**config.mk**
```make
export PLATFORM = sky130hd
export DESIGN_NAME = lirq_top
export DESIGN_NICKNAME = d
export VERILOG_FILES = /design/src/rtl/lirq_pkg.sv /design/src/rtl/lirq_sync.sv /design/src/rtl/lirq_trigger.sv /design/src/rtl/lirq_regs.sv /design/src/rtl/lirq_route.sv /design/src/rtl/lirq_top.sv
export SDC_FILE = /design/constraint.sdc
export NUM_CORES = 1
export LEC_CHECK = 0
export BUFFER_PORTS_ARGS = -buffer_cell sky130_fd_sc_hd__buf_2
export CORE_MARGIN = 2
export CORE_UTILIZATION = 40
export CTS_BUF_LIST = sky130_fd_sc_hd__clkbuf_2
export DETAILED_ROUTE_END_ITERATION = 8
export SYNTH_ARGS = -nofsm -noshare
export SYNTH_HDL_FRONTEND = slang
export SYNTH_SLANG_ARGS = --single-unit
```
**constraint.sdc**
```tcl
create_clock -name clk -period 2 [get_ports clk]
set_clock_uncertainty 0.15 [all_clocks]
set_input_delay 0.1 -clock clk [delete_from_list [all_inputs] [get_ports clk]]
set_output_delay 0.1 -clock clk [all_outputs]
set_load 0.05 [all_outputs]
```
**src/rtl/lirq_pkg.sv**
```systemverilog
package lirq_pkg;
  localparam int NSRC  = 32;
  localparam int NCORE = 4;
  localparam int NLINE = 4;
  localparam int AW    = 8;
  localparam int RW    = NCORE + NLINE;

  localparam logic [AW-1:0] OFF_EN_RD   = 8'h24;
  localparam logic [AW-1:0] OFF_EN_SET  = 8'h28;
  localparam logic [AW-1:0] OFF_EN_CLR  = 8'h2C;
  localparam logic [AW-1:0] OFF_POL     = 8'h30;
  localparam logic [AW-1:0] OFF_EDGE    = 8'h34;
  localparam logic [AW-1:0] OFF_STAT    = 8'h40;
  localparam int            STAT_STRIDE = 8;
endpackage

```
**src/rtl/lirq_sync.sv**
```systemverilog
module lirq_sync #(
  parameter int W = 32
) (
  input  logic         clk,
  input  logic         rst_n,
  input  logic [W-1:0] d_i,
  output logic [W-1:0] q_o
);
  logic [W-1:0] s1_q, s2_q;

  always_ff @(posedge clk or negedge rst_n) begin
    if (!rst_n) begin
      s1_q <= '0;
      s2_q <= '0;
    end else begin
      s1_q <= d_i;
      s2_q <= s1_q;
    end
  end

  assign q_o = s2_q;
endmodule

```
**src/rtl/lirq_trigger.sv**
```systemverilog
module lirq_trigger #(
  parameter int N = 32
) (
  input  logic         clk,
  input  logic         rst_n,
  input  logic [N-1:0] lvl_i,
  input  logic [N-1:0] pol_i,
  input  logic [N-1:0] edge_i,
  input  logic [N-1:0] ack_i,
  output logic [N-1:0] pend_o
);
  logic [N-1:0] act, act_q, latch_q, latch_nx;

  assign act = lvl_i ^ pol_i;

  always_comb begin
    latch_nx = (latch_q | (edge_i & act & ~act_q)) & ~ack_i;
  end

  always_ff @(posedge clk or negedge rst_n) begin
    if (!rst_n) begin
      act_q   <= '0;
      latch_q <= '0;
    end else begin
      act_q   <= act;
      latch_q <= latch_nx;
    end
  end

  assign pend_o = (edge_i & latch_q) | (~edge_i & act);


  latch_ack_chk: assert property (@(posedge clk) disable iff (!rst_n)
    (ack_i != '0) |=> ((latch_q & $past(ack_i)) == '0));
endmodule

```
**src/rtl/lirq_regs.sv**
```systemverilog
module lirq_regs
  import lirq_pkg::*;
#(
  parameter int N_SRC  = NSRC,
  parameter int N_CORE = NCORE,
  parameter int RBITS  = RW
) (
  input  logic                         clk,
  input  logic                         rst_n,
  input  logic                         bus_req,
  input  logic                         bus_we,
  input  logic                         bus_word,
  input  logic [AW-1:0]                bus_addr,
  input  logic [N_SRC-1:0]             bus_wdata,
  output logic [N_SRC-1:0]             bus_rdata,
  input  logic [N_CORE-1:0][N_SRC-1:0] stat_i,
  output logic [N_SRC-1:0]             en_o,
  output logic [N_SRC-1:0]             pol_o,
  output logic [N_SRC-1:0]             edge_o,
  output logic [N_SRC-1:0]             ack_o,
  output logic [N_SRC-1:0][RBITS-1:0]  route_o
);
  localparam int IW = $clog2(N_SRC);
  localparam int CW = $clog2(N_CORE);
  localparam logic [AW-1:0] STAT_END = AW'(int'(OFF_STAT) + N_CORE*STAT_STRIDE);

  logic                 wr_word, wr_byte, rd_ce, in_route, in_stat;
  logic [N_SRC-1:0]     en_q, en_nx, pol_q, edge_q, rdata_q, rd_val;
  logic                 en_ce, pol_ce, edge_ce;
  logic [AW-1:0]        stat_off;
  logic [CW-1:0]        stat_idx;
  logic [N_SRC-1:0][RBITS-1:0] route_q, route_nx;
  logic [N_SRC-1:0]     route_ce;

  assign wr_word  = bus_req & bus_we & bus_word;
  assign wr_byte  = bus_req & bus_we & ~bus_word;
  assign rd_ce    = bus_req & ~bus_we;
  assign in_route = bus_addr < AW'(N_SRC);
  assign in_stat  = (bus_addr >= OFF_STAT) && (bus_addr < STAT_END) && (bus_addr[2:0] == 3'd0);
  assign stat_off = bus_addr - OFF_STAT;
  assign stat_idx = stat_off[3 +: CW];

  // control registers: next state
  always_comb begin
    en_nx = en_q;
    en_ce = 1'b0;
    if (wr_word && bus_addr == OFF_EN_SET) begin
      en_nx = en_q | bus_wdata;
      en_ce = 1'b1;
    end else if (wr_word && bus_addr == OFF_EN_CLR) begin
      en_nx = en_q & ~bus_wdata;
      en_ce = 1'b1;
    end
    pol_ce  = wr_word && (bus_addr == OFF_POL);
    edge_ce = wr_word && (bus_addr == OFF_EDGE);
  end

  assign ack_o = (wr_word && bus_addr == OFF_EN_CLR) ? bus_wdata : '0;

  always_ff @(posedge clk or negedge rst_n) begin
    if (!rst_n) begin
      en_q   <= '0;
      pol_q  <= '0;
      edge_q <= '0;
    end else begin
      if (en_ce)   en_q   <= en_nx;
      if (pol_ce)  pol_q  <= bus_wdata;
      if (edge_ce) edge_q <= bus_wdata;
    end
  end

  // routing bytes
  for (genvar i = 0; i < N_SRC; i++) begin : g_route
    localparam logic [IW-1:0] IDX = IW'(i);
    assign route_ce[i] = in_route &&
      ((wr_byte && bus_addr[IW-1:0] == IDX) ||
       (wr_word && bus_addr[IW-1:2] == IDX[IW-1:2]));
    assign route_nx[i] = wr_byte ? bus_wdata[RBITS-1:0] : bus_wdata[RBITS*(i%4) +: RBITS];

    always_ff @(posedge clk or negedge rst_n) begin
      if (!rst_n)           route_q[i] <= '0;
      else if (route_ce[i]) route_q[i] <= route_nx[i];
    end
  end

  // read mux
  always_comb begin
    rd_val = '0;
    if (bus_word) begin
      if (in_route) begin
        for (int k = 0; k < 4; k++)
          rd_val[RBITS*k +: RBITS] = route_q[{bus_addr[IW-1:2], 2'(k)}];
      end else if (bus_addr == OFF_EN_RD) rd_val = en_q;
      else if (bus_addr == OFF_POL)       rd_val = pol_q;
      else if (bus_addr == OFF_EDGE)      rd_val = edge_q;
      else if (in_stat)                   rd_val = stat_i[stat_idx];
    end else if (in_route) begin
      rd_val[RBITS-1:0] = route_q[bus_addr[IW-1:0]];
    end
  end

  always_ff @(posedge clk or negedge rst_n) begin
    if (!rst_n)     rdata_q <= '0;
    else if (rd_ce) rdata_q <= rd_val;
  end

  assign bus_rdata = rdata_q;
  assign en_o      = en_q;
  assign pol_o     = pol_q;
  assign edge_o    = edge_q;
  assign route_o   = route_q;


  en_set_chk: assert property (@(posedge clk) disable iff (!rst_n)
    (wr_word && bus_addr == OFF_EN_SET) |=> ((en_q & $past(bus_wdata)) == $past(bus_wdata)));

  en_clr_chk: assert property (@(posedge clk) disable iff (!rst_n)
    (wr_word && bus_addr == OFF_EN_CLR) |=> ((en_q & $past(bus_wdata)) == '0));

  unmapped_wr_chk: assert property (@(posedge clk) disable iff (!rst_n)
    (bus_req && bus_we && (bus_addr == 8'h20 || bus_addr >= OFF_STAT))
      |=> ($stable(en_q) && $stable(pol_q) && $stable(edge_q) && $stable(route_q)));

  rdata_hold_chk: assert property (@(posedge clk) disable iff (!rst_n)
    !(bus_req && !bus_we) |=> $stable(bus_rdata));
endmodule

```
**src/rtl/lirq_route.sv**
```systemverilog
module lirq_route #(
  parameter int N_SRC  = 32,
  parameter int N_CORE = 4,
  parameter int N_LINE = 4
) (
  input  logic [N_SRC-1:0]                     pend_i,
  input  logic [N_SRC-1:0]                     en_i,
  input  logic [N_SRC-1:0][N_CORE+N_LINE-1:0]  route_i,
  output logic [N_CORE-1:0][N_SRC-1:0]         stat_o,
  output logic [N_CORE*N_LINE-1:0]             irq_o
);
  logic [N_CORE-1:0][N_SRC-1:0] core_sel;
  logic [N_LINE-1:0][N_SRC-1:0] line_sel;

  for (genvar s = 0; s < N_SRC; s++) begin : g_src
    for (genvar c = 0; c < N_CORE; c++) begin : g_c
      assign core_sel[c][s] = route_i[s][c];
    end
    for (genvar n = 0; n < N_LINE; n++) begin : g_n
      assign line_sel[n][s] = route_i[s][N_CORE+n];
    end
  end

  for (genvar c = 0; c < N_CORE; c++) begin : g_core
    assign stat_o[c] = pend_i & en_i & core_sel[c];
    for (genvar n = 0; n < N_LINE; n++) begin : g_line
      assign irq_o[c*N_LINE+n] = |(stat_o[c] & line_sel[n]);
    end
  end
endmodule

```
**src/rtl/lirq_top.sv**
```systemverilog
module lirq_top
  import lirq_pkg::*;
#(
  parameter int N_SRC  = NSRC,
  parameter int N_CORE = NCORE,
  parameter int N_LINE = NLINE
) (
  input  logic                     clk,
  input  logic                     rst_n,
  input  logic [N_SRC-1:0]         src_i,
  input  logic                     bus_req,
  input  logic                     bus_we,
  input  logic                     bus_word,
  input  logic [AW-1:0]            bus_addr,
  input  logic [N_SRC-1:0]         bus_wdata,
  output logic [N_SRC-1:0]         bus_rdata,
  output logic [N_CORE*N_LINE-1:0] core_irq_o
);
  localparam int RB = N_CORE + N_LINE;

  logic [N_SRC-1:0]             src_s, pend, en, pol, edg, ack;
  logic [N_SRC-1:0][RB-1:0]     route;
  logic [N_CORE-1:0][N_SRC-1:0] stat;

  lirq_sync #(.W(N_SRC)) u_sync (
    .clk(clk), .rst_n(rst_n), .d_i(src_i), .q_o(src_s)
  );

  lirq_trigger #(.N(N_SRC)) u_trig (
    .clk(clk), .rst_n(rst_n), .lvl_i(src_s), .pol_i(pol), .edge_i(edg),
    .ack_i(ack), .pend_o(pend)
  );

  lirq_regs #(.N_SRC(N_SRC), .N_CORE(N_CORE), .RBITS(RB)) u_regs (
    .clk(clk), .rst_n(rst_n), .bus_req(bus_req), .bus_we(bus_we),
    .bus_word(bus_word), .bus_addr(bus_addr), .bus_wdata(bus_wdata),
    .bus_rdata(bus_rdata), .stat_i(stat), .en_o(en), .pol_o(pol),
    .edge_o(edg), .ack_o(ack), .route_o(route)
  );

  lirq_route #(.N_SRC(N_SRC), .N_CORE(N_CORE), .N_LINE(N_LINE)) u_route (
    .pend_i(pend), .en_i(en), .route_i(route), .stat_o(stat), .irq_o(core_irq_o)
  );


  no_irq_disabled_chk: assert property (@(posedge clk) disable iff (!rst_n)
    (en == '0) |-> (core_irq_o == '0));

  reset_quiet_chk: assert property (@(posedge clk) disable iff (!rst_n)
    $rose(rst_n) |-> (core_irq_o == '0));
endmodule

```
==> results of run 1 <==
==> metal layers <==
metal / GRT usage [%] / GRT overflow
met2: 88.21 / 17
met3: 67.72 / 0
met1: 79.44 / 2
met4: 68.33 / 16
met5: 46.84 / 0
==> per-stage QoR <==
step                      setup TNS [ns]  hold slack [ns]  area (sq um)  utilization, %
after floorplan                   -1.998          -0.3456         28840               -
after global placement            -64.92          -0.1068         38050           54.24
after detailed placement          -65.16         -0.09806         38050           54.24
after CTS                         -55.21         -0.05492         43530           62.05
==> logic make-up after synthesis <==
kind of cell,after synthesis
xor+xnor,32
simple gates,1049
compound gates,716
mux,286
buf+inv,227
flops,512
==> what timing repair did <==
item	in CTS
pin swaps	99
cloned	1
hold buffers	217
resized for setup	425
setup buffers	52
endpoints found under the setup margin	79
endpoints found under the hold margin	960
==> flow_summary.toml, run 1 <==
[yosys]
synth_commonest_cells = "dfrtp_1 (512), nand3_1 (336), nand2_1 (325)"
synth_ff_type = "dfrtp_1"
synth_top_family_by_area = "simple AND/OR/NAND/NOR gates"
syn-num-nets = 2899
synth_compound_area_share_pct = 16.96
synthTopCellsByArea = "dfrtp_1 (45%), mux4_2 (7.3%), nand3_1 (5.9%)"
ys_seq_area_share_pct = 45.06
synth.top_cell.area_share_pct = 45.06
synth_area_sq_um = 28430
yosysWarnings = 0
yosys.area_share.adder_pct = 0
synth-xor-area-share_pct = 0.9857
synth_area_per_cell_sq_um = 10.08
synth_top_area_cell = "dfrtp_1"
synthSimpleGateAreaFrac_pct = 18.59
async_flop_share_pct = 100.0
synth_seq_cells = 512
syn_inst = 2822
synth.most_common_cell = "dfrtp_1"
synthMuxAreaShare_pct = 14.74
synth-edff-count = 0
yosysUniqueCellTypes = 80

[die]
floorplan.initialDensity_pct = 40.53
rows = 97
die_w_um = 270.6
ios = 125
die-height_um = 270.6

[run_status]
haltStage = "global routing"
outcome = "aborted with a tool error"
error = "[ERROR GRT-0232] Routing congestion too high. Check the congestion heatmap in the GUI."

[timing]
postGrtWorstEndpoint = "core_irq_o[15]"
worstEpCategory = "primary output"

[global_routing]
antenna_found_initial = 66
globalRouteTotalUtil_pct = 76.97
grt_max_degree = 74
grt_overflow = 35

[placement]
hpwl_mm = 159.0
dp_cells = 4677
dp_slack_ns = -0.9460
io_buffer_count = 124
place_congestion = 1.170

[clock_tree]
root_buffer = "clkbuf_2"
numCtsBuffers = 139
clock_path_buffers = 3
htree_levels = 4
clock-sinks = 512
==> inputs of run 2 (changes only) <==
- CORE_UTILIZATION: 40 -> 25
- CTS_BUF_LIST: sky130_fd_sc_hd__clkbuf_2 -> default
- PLACE_DENSITY_LB_ADDON: default -> 0.15
- clock period: 2 -> 2.6 ns (I/O delays scaled with it)
==> run 2 against run 1 <==
The flow now finishes, with violations (setup timing). Synthesized cell count did not move. Synthesized area did not move.
==> flow_summary.toml, run 2 <==
[hold_path]
hold_depth = 2
holdPathEnd = "u_sync.s1_q[12]"
worstHoldStart = "src_i[12]"
hp-class = "input pin to flop"

[clock_tree]
numCtsBuffers = 67
clock_path_buffers = 3
tritoncts = "built"
clk_latency_ns = 0.67
root_buffer = "clkbuf_16"
clkTransAtPathRegs_ns = 0.05
htree_levels = 3
clock-sinks = 512

[setup_path]
cp-end-kind = "output port"
reg2reg_depth = 8
path_class = "flop to output port"
cp_data_arrival_time_ns = 3.19
reg2reg_slack_ns = 0.03
cp.required_ns = 2.32
worst_setup_path_start_kind = "flop"
worstPathMaxFanout = 4
cpMaxStageDelayCell = "or4_4"
r2r-end = "u_regs.bus_rdata[1]"
timing.rr.start = "u_regs.route_o[25]"
cp_cell_sequence = "xor2_2, o211a_4, and3_4, a2111oi_4, nand4_1, or4_4, buf_8"
cpPeakStageDelay_ns = 0.56

[placement]
io_buffer_count = 124
dp_slack_ns = -0.7018
hpwl_mm = 186.9
dpl_cell_area_sq_um = 37170
place_congestion = 1.011

[global_routing]
grt_pass1_wl_mm = 304.9
globalRouteTotalUtil_pct = 39.41
grt_overflow = 0
antenna_found_initial = 30
grt_pass1_vias = 31012
grt_max_degree = 74

[cells_and_area]
layout-drive-gt1-share_pct = 39.75
final_cell_area_sq_um = 42560
layout_common_cells = "buf_4 (703), dfrtp_1 (511), nand2_1 (322)"
syn_to_final_growth_pct = 49.67
n_fill_cell = 11355
layout.nets = 3854
largest_reg_flops = 256
layout_commonest_cell = "buf_4"

[die]
ios = 125
die-height_um = 341.3
dieArea_sq_um = 116500
floorplan.initialDensity_pct = 25.24
die_w_um = 341.3
rows = 123
coreArea_sq_um = 112700

[drt]
drt_iter0_drc = 4050
drc = 0
wl_per_cell_um = 43.80
vias = 31928
dr.pass1.iters = 6
ant_nets = 0
routed_wl_mm = 233.6
via_per_inst = 5.986

[yosys]
synth_top_area_cell = "dfrtp_1"
synth.top_cell.area_share_pct = 45.06
synth_commonest_cells = "dfrtp_1 (512), nand3_1 (336), nand2_1 (325)"
synth_seq_cells = 512
syn_inst = 2822
yosysUniqueCellTypes = 80
yosysWarnings = 0
synth-edff-count = 0
synth.most_common_cell = "dfrtp_1"
syn-num-nets = 2899
ys_seq_area_share_pct = 45.06
synthTopCellsByArea = "dfrtp_1 (45%), mux4_2 (7.3%), nand3_1 (5.9%)"
synth_ff_type = "dfrtp_1"
synth_area_sq_um = 28430
async_flop_share_pct = 100.0
synth_area_per_cell_sq_um = 10.08

[timing]
slew_violations = 0
rsz0062_at_grt = "true"
final-setup-viol-count = 16
fmax_mhz = 288.3
fin_crit_ns = 3.468
hold_viol = 0
finalWorstSetupSlack_ns = -0.8683
slew_headroom_pct = 18.12
min_period_over_period_pct = 133.4
tightest_slew_ns = 1.222

[power_and_ir_drop]
p_per_area_nw_per_um2 = 530.4
leakagePower_nw = 19.21
vdd_drop_max_uv = 419.6
finalPower_mw = 22.58

[run]
maxCapViolations = 0

[run_status]
outcome = "finished, violations left"
violations = "setup timing"
==> run 2: cell type report <==
cell class	instances	area [sq um]	area share, %
multi-input cells	2083	16050	37.71
flip-flops and latches	512	12810	30.11
repair buffers	1069	9412	22.11
clock buffers	94	1928	4.530
well taps	1500	1877	4.410
clock inverters	24	295.3	0.6938
inverters	44	165.2	0.3881
diodes	8	20.02	0.04704
==> run 2: how the worst max path moves through the flow <==
stage	start	to	depth (start not counted)
6_report	u_regs.pol_o[11]	core_irq_o[15]	7
5_1_grt	u_regs.pol_o[2]	core_irq_o[6]	9
4_1_cts	u_regs.pol_o[24]	core_irq_o[12]	9
3_5_place_dp	u_sync.q_o[31]	core_irq_o[2]	9
3_3_place_gp	u_sync.q_o[31]	core_irq_o[2]	9
2_1_floorplan	u_regs.pol_o[30]	core_irq_o[7]	7
==> run 2: metrics by stage <==
step | utilization (%) | cells | TNS [ns] | hold slack [ns]
floorplan | - | 2822 | 0 | -0.3156
global placement | 33.00 | 5074 | -8.757 | 0.08889
finish | 37.78 | 5334 | -11.44 | 0.02566
global route | 37.76 | 5327 | -12.16 | 0.02673
CTS | 37.20 | 5315 | -12.42 | 0.01058
detailed placement | 33.00 | 5074 | -8.439 | 0.08935
==> run 2: report_power, final <==
part / internal, mW / total [mW] / leakage (nW) / switching [mW]
registers: 8.35 / 9.05 / 6.69 / 0.701
clock network: 5.53 / 9.60 / 1.09 / 4.07
logic: 1.45 / 3.92 / 11.4 / 2.47
==> run 2: repair_timing <==
item	in CTS	in global routing
resized for setup	285	116
pin swaps	87	82
endpoints found under the hold margin	550	0
setup endpoints to repair	17	17
hold buffers	103	0
gates cloned	1	1
setup buffers	21	15
==> run 2: critical path: cells and delay by family, from the launching register on <==
kind                   cells  cell delay [ns]
AND/OR/NAND/NOR            3             1.08
AO/OA/AOI/OAI              2             0.63
flip-flops                 1             0.40
XOR/XNOR                   1             0.19
buffers and inverters      1             0.18
==> run 2: cells by family (layout without fill, tap and decap cells) <==
kind of cell           count (synthesis)  in the layout  share of synthesized area (%)
other                                  0              8                              0
AND/OR/NAND/NOR                     1049           1049                          18.59
XOR/XNOR                              32             32                         0.9857
flip-flops                           512            512                          45.06
AO/OA/AOI/OAI                        716            716                          16.96
multiplexers                         286            286                          14.74
buffers and inverters                227           1231                          3.661
==> run 2: metal layers <==
| metal | routed length [um] | track usage [%] | vias up |
|---|---|---|---|
| li1 | - | - | 12680 |
| met1 | 96360 | 52.16 | 16733 |
| met2 | 100800 | 59.46 | 2032 |
| met3 | 21300 | 9.633 | 467 |
| met4 | 15110 | 20.69 | 16 |
| met5 | 94 | 0 | - |
(Power assumes the default switching activity.)
